### src/rtl/bcc_pkg.sv
package bcc_pkg;
  typedef enum logic {
    PH_NAT = 1'b0,
    PH_ILV = 1'b1
  } phase_e;
endpackage

### src/rtl/bcc_step_seq.sv
module bcc_step_seq #(
  parameter int HALF = 5,
  parameter int SW   = 3
) (
  input  logic           clk_i,
  input  logic           rst_ni,
  input  logic           start_i,
  output logic           valid_o,
  output bcc_pkg::phase_e phase_o,
  output logic [SW-1:0]  step_o,
  output logic           done_o
);
  import bcc_pkg::*;

  localparam logic [SW-1:0] LAST = SW'(HALF - 1);

  logic          active_q;
  phase_e        phase_q;
  logic [SW-1:0] step_q;
  logic          done_q;

  always_ff @(posedge clk_i or negedge rst_ni) begin
    if (!rst_ni) begin
      active_q <= 1'b0;
      phase_q  <= PH_NAT;
      step_q   <= '0;
      done_q   <= 1'b0;
    end else begin
      done_q <= 1'b0;
      if (start_i) begin
        active_q <= 1'b1;
        phase_q  <= PH_NAT;
        step_q   <= '0;
      end else if (active_q) begin
        if (step_q == LAST) begin
          step_q <= '0;
          if (phase_q == PH_ILV) begin
            active_q <= 1'b0;
            phase_q  <= PH_NAT;
            done_q   <= 1'b1;
          end else begin
            phase_q <= PH_ILV;
          end
        end else begin
          step_q <= step_q + SW'(1);
        end
      end
    end
  end

  assign valid_o = active_q;
  assign phase_o = phase_q;
  assign step_o  = step_q;
  assign done_o  = done_q;

  assert_first_step_R2: assert property (@(posedge clk_i) disable iff (!rst_ni)
    start_i |=> (valid_o && step_o == '0 && phase_o == PH_NAT));

  assert_phase_switch_R4: assert property (@(posedge clk_i) disable iff (!rst_ni)
    (valid_o && !start_i && phase_o == PH_NAT && step_o == LAST)
      |=> (valid_o && phase_o == PH_ILV && step_o == '0));

  assert_done_after_last_R8: assert property (@(posedge clk_i) disable iff (!rst_ni)
    (valid_o && !start_i && phase_o == PH_ILV && step_o == LAST) |=> (done_o && !valid_o));

  assert_done_single_R8: assert property (@(posedge clk_i) disable iff (!rst_ni)
    done_o |=> !done_o);
endmodule

### config.mk
export PLATFORM = sky130hd
export DESIGN_NAME = bcc_step_seq
export DESIGN_NICKNAME = d
export VERILOG_FILES = /design/src/rtl/bcc_pkg.sv /design/src/rtl/bcc_step_seq.sv
export SDC_FILE = /design/constraint.sdc
export NUM_CORES = 1
export LEC_CHECK = 0
export ABC_CLOCK_PERIOD_IN_PS = 2900
export BUFFER_PORTS_ARGS = -buffer_cell sky130_fd_sc_hd__buf_2
export CAP_MARGIN = 20
export CORE_AREA = 5 5 42 44
export CTS_CLUSTER_DIAMETER = 100
export DETAILED_ROUTE_END_ITERATION = 7
export DIE_AREA = 0 0 47 49
export PLACE_DENSITY_LB_ADDON = 0.2
export SLEW_MARGIN = 5
export SYNTH_ARGS = -nofsm -noshare
export SYNTH_HDL_FRONTEND = slang
export SYNTH_SLANG_ARGS = --single-unit
### constraint.sdc
create_clock -name clk_i -period 2.9 [get_ports clk_i]
set_input_delay 0 -clock clk_i [delete_from_list [all_inputs] [get_ports clk_i]]
set_output_delay 0 -clock clk_i [all_outputs]
set_load 0.01 [all_outputs]
# Word-level counts from Yosys, hierarchy flattened
# Cells that the tools add are included.
# word_totals
output_inout_bits	6
inputBits	3
wordCells	23
register_bits	6
# op_classes
addsub	1
n_reduce_logical	3
n_eq_ne	1
n_mux	14
# ops
operator	count
$mux W1	11
$mux W3	3
$reduce_bool A2 Y1	2
$add A3 B1 Y3 const B	1
$eq A3 B3 Y1 const B	1
$reduce_and A2 Y1	1

# Logic depth before layout (Yosys ltp)
# logic_depth
depth_word	4
mapped_depth	5
mapped_depth_nobuf	5

# Worst setup path before layout
# Ideal clock, no wire load.
# synth_path
path_kind	flip-flop to flip-flop
from	reg step_q[0], in the netlist step_o[0]
to	reg active_q, in the netlist valid_o
path_stages_with_launch	5
required_time_ns	2.781
setup_time_ns	0.119
n_path_buf	0
arrival_time_ns	1.002
slack_ns	1.779
cell_sequence	dfrtp_1 inv_1 ha_1 nand3_1 a21o_2
# synth_between
elab_chain_len	4
# synth_rtl
element	line	text
from (decl)	bcc_step_seq.sv:19	logic [SW-1:0] step_q;
from (signal assigned)	bcc_step_seq.sv:45	step_q <= step_q + SW'(1);
$eq A3 B3 Y1	bcc_step_seq.sv:35	if (step_q == LAST) begin
$mux W1	bcc_step_seq.sv:35	
$mux W1	bcc_step_seq.sv:34	end else if (active_q) begin
$mux W1	bcc_step_seq.sv:30	if (start_i) begin
to (signal assigned)	bcc_step_seq.sv:24	active_q <= 1'b0;
to (signal assigned)	bcc_step_seq.sv:31	active_q <= 1'b1;
to (signal assigned)	bcc_step_seq.sv:38	active_q <= 1'b0;
to (decl)	bcc_step_seq.sv:17	logic active_q;
# Every way passes these cells.
# A chain may end at the register's enable or synchronous reset.

# Final worst setup path
# Same ends and word-level chain as after synthesis.

==> results.sh <==
export IMPL_status="completed"
export IMPL_cap_violations=0
export IMPL_place_ws_ns=1.76
export IMPL_netlist_area_sq_um=293
export IMPL_antennaDiodeCount=0
export IMPL_drt_iter0_drc=6
export IMPL_clk_latency_ns=0.24
export IMPL_slowest_delay_ns=0.40
export IMPL_ir_worst_vdd_mv=0.209
export IMPL_total_power_uw=199
export IMPL_finalMaxSlewViolations=0
export IMPL_area_growth_pct=31.2
export IMPL_cts_resized_gates=0
export IMPL_die_area_sq_um=2300
export IMPL_routed_wl_um=536
export IMPL_core_sq_um=1400
export IMPL_critPathBufInv=1
export IMPL_gr_total_overflow=0
export IMPL_synth_seq_cells=6
export IMPL_globalRouteTotalUtil_pct=5.87
export IMPL_yosysWarnings=0
export IMPL_power_density_nw_per_um2=518
export IMPL_drtPass1Iterations=2
export IMPL_grt_pass1_vias=209
export IMPL_synthesis_nets=32
export IMPL_hold_viol=0
export IMPL_clk_path_buf_depth=2
export IMPL_cts_root_buffer="clkbuf_4"
export IMPL_crit_fanout=4
export IMPL_ant_nets=0
export IMPL_period_share_pct=39.2
export IMPL_setup_ws_ns=1.76
export IMPL_drcViolationCount=0
export IMPL_cp_start_kind="register"
export IMPL_fin_util_pct=27.4
export IMPL_post_drt_wl_per_cell_um=9.75
export IMPL_critical_path_class="register to register"
export IMPL_initial_core_util_pct=20.9
export IMPL_fp_dieW_um=47
export IMPL_power_leakage_uw=0.000191
export IMPL_worst_slew_margin_rel_pct=82.6
export IMPL_r2r_start="step_o[0]$_DFFE_PN0P_"
export IMPL_setup_viol=0
export IMPL_die_h_um=49
export IMPL_tightest_slew_ns=0.262
export IMPL_vias_per_cell=4.18
export IMPL_nNetsFinal=46
export IMPL_required_ns=3.03
export IMPL_hold_class="input port to asynchronous set/reset pin"
export IMPL_placed_area_sq_um=342
export IMPL_place_congestion=0.647
export IMPL_drive_gt1_share_pct=33.3
export IMPL_ys_seq_area_share_pct=51.3
export IMPL_grt_setup_unrepaired="false"
export IMPL_rows=14
export IMPL_hpwlAfterDp_um=423
export IMPL_grt_max_degree=10
export IMPL_regArea_sq_um=150
export IMPL_clock_fmax_mhz=880
export IMPL_critPathCaptureType="register"
export IMPL_grt_pass1_wl_um=924
export IMPL_antenna_found_initial=0
export IMPL_critical_path_arrival_ns=1.27
export IMPL_yosys_area_top_type="dfrtp_1"
export IMPL_numCtsBuffers=3
export IMPL_setup_tns_ns=0
export IMPL_cts_tree="built"
export IMPL_period_needed_ns=1.14
export IMPL_syn_inst=27
export IMPL_h_tree_depth=1
export IMPL_cpMaxStageDelayCell="dfrtp_1"
export IMPL_finClkSkew_ns=0.00262
export IMPL_ios=9
export IMPL_post_cts_buffers=0
export IMPL_clk_pin_slew_worst_paths_ns=0.05
export IMPL_num_vias=230
export IMPL_worst_r2r_setup_slack_ns=1.76
export IMPL_design_area_sq_um=384
export IMPL_crit_path_cell_trace="inv_1, ha_1, nand3_1, a21o_2"
export IMPL_clock_sinks=6
export IMPL_multi_input_area_sq_um=124
export IMPL_hold_buffers=2
export IMPL_synth_cell_types=16
export IMPL_port_buffers=8
export IMPL_synth_area_leaders="dfrtp_1 (51%), ha_1 (8.5%), buf_6 (3.8%), a21oi_1 (3.4%), mux2i_1 (3.4%)"
export IMPL_syn_mean_instance_area_sq_um=10.8
export IMPL_crit_family="flip-flops"
export IMPL_timing_rr_end="valid_o$_DFF_PN0_"
export IMPL_yosysTopAreaCellShare_pct=51.3
export IMPL_ff2ff_path_depth=4
export IMPL_num_fill_cells=154
[cells by family (layout without fill, tap and decap cells)]
| family | count (synthesis) | in the layout | share of synthesized area (%) |
|---|---|---|---|
| AO/OA/AOI/OAI | 4 | 4 | 8.12 |
| buffers and inverters | 3 | 15 | 6.41 |
| AND/OR/NAND/NOR | 10 | 10 | 19.2 |
| XOR/XNOR | 1 | 1 | 2.99 |
| multiplexers | 1 | 1 | 3.42 |
| flip-flops | 6 | 6 | 51.3 |
| adder cells (fa/ha/maj) | 2 | 2 | 8.55 |
[synth_stat cells]
| library cell | number |
|---|---|
| nor2_1 | 2 |
| nand2_1 | 2 |
| nand3_2 | 1 |
| nand3b_1 | 1 |
| o21ai_0 | 1 |
| xor2_1 | 1 |
| a21oi_1 | 2 |
| buf_6 | 1 |
| ha_1 | 2 |
| nand2b_1 | 1 |
| a21o_2 | 1 |
| inv_1 | 2 |
| nand3_1 | 2 |
| dfrtp_1 | 6 |
| mux2i_1 | 1 |
| nor3b_1 | 1 |
[per-stage QoR]
stage                     instances  hold WS (ns)
final                            55         0.114
after global placement           50        -0.167
after CTS                        55         0.122
after global routing             55         0.129
after floorplan                  27        -0.296
after detailed placement         50        -0.164
[sequential cells by signal (all words and copies together) (netlist names)]
name,flops
step_o,3
valid_o,1
done_o,1
phase_o,1
[layer usage]
metal  wire [um]  vias up  track usage, %
met1         222      100            7.35
met4          21        0            5.53
met5           0        -               0
met2         246        8            7.24
met3          45        3            2.21
li1            -      119               -
[power by group]
| part | switching, uW | total [uW] | internal (uW) |
|---|---|---|---|
| logic | 15.2 | 28.5 | 13.3 |
| registers | 4.74 | 93.2 | 88.5 |
| clock network | 30.6 | 77.4 | 46.8 |
| total | 50.5 | 199 | 149 |
[cell usage in the layout (no fill, tap or decap), types with 2 or more instances in the layout]
cell type      count
dlygate4sd3_1      2
inv_1              2
nand3_1            2
ha_1               2
dfrtp_1            6
nand2_1            2
nor2_1             2
buf_2              8
clkbuf_4           3
a21oi_1            2
[worst max path at each step]
stage | startpoint | endpoint | slack [ns] | cells past startpoint
after floorplan | step_o[0]$_DFFE_PN0P_ | valid_o$_DFF_PN0_ | 1.78 | 4
after global placement | step_o[0]$_DFFE_PN0P_ | valid_o$_DFF_PN0_ | 1.77 | 4
after detailed placement | step_o[0]$_DFFE_PN0P_ | valid_o$_DFF_PN0_ | 1.76 | 4
after CTS | step_o[0]$_DFFE_PN0P_ | valid_o$_DFF_PN0_ | 1.75 | 4
after global routing | step_o[0]$_DFFE_PN0P_ | valid_o$_DFF_PN0_ | 1.64 | 4
final | step_o[0]$_DFFE_PN0P_ | valid_o$_DFF_PN0_ | 1.76 | 4
[worst reg2reg max path, delay by kind of cell, from the launching register on]
family / cells / cell delay [ns]
simple gates: 1 / 0.11
fa+ha+maj: 1 / 0.21
buf+inv: 1 / 0.09
compound gates: 1 / 0.22
flops: 1 / 0.40
[layout make-up]
cell class,count,share of cell area (%)
tap,16,5.21
multi-input combinational,18,32.2
inverter,2,1.95
sequential,6,39.1
timing repair buffer,10,15.6
clock buffer,3,5.86
Note: power is estimated with default switching activity, not from simulation.
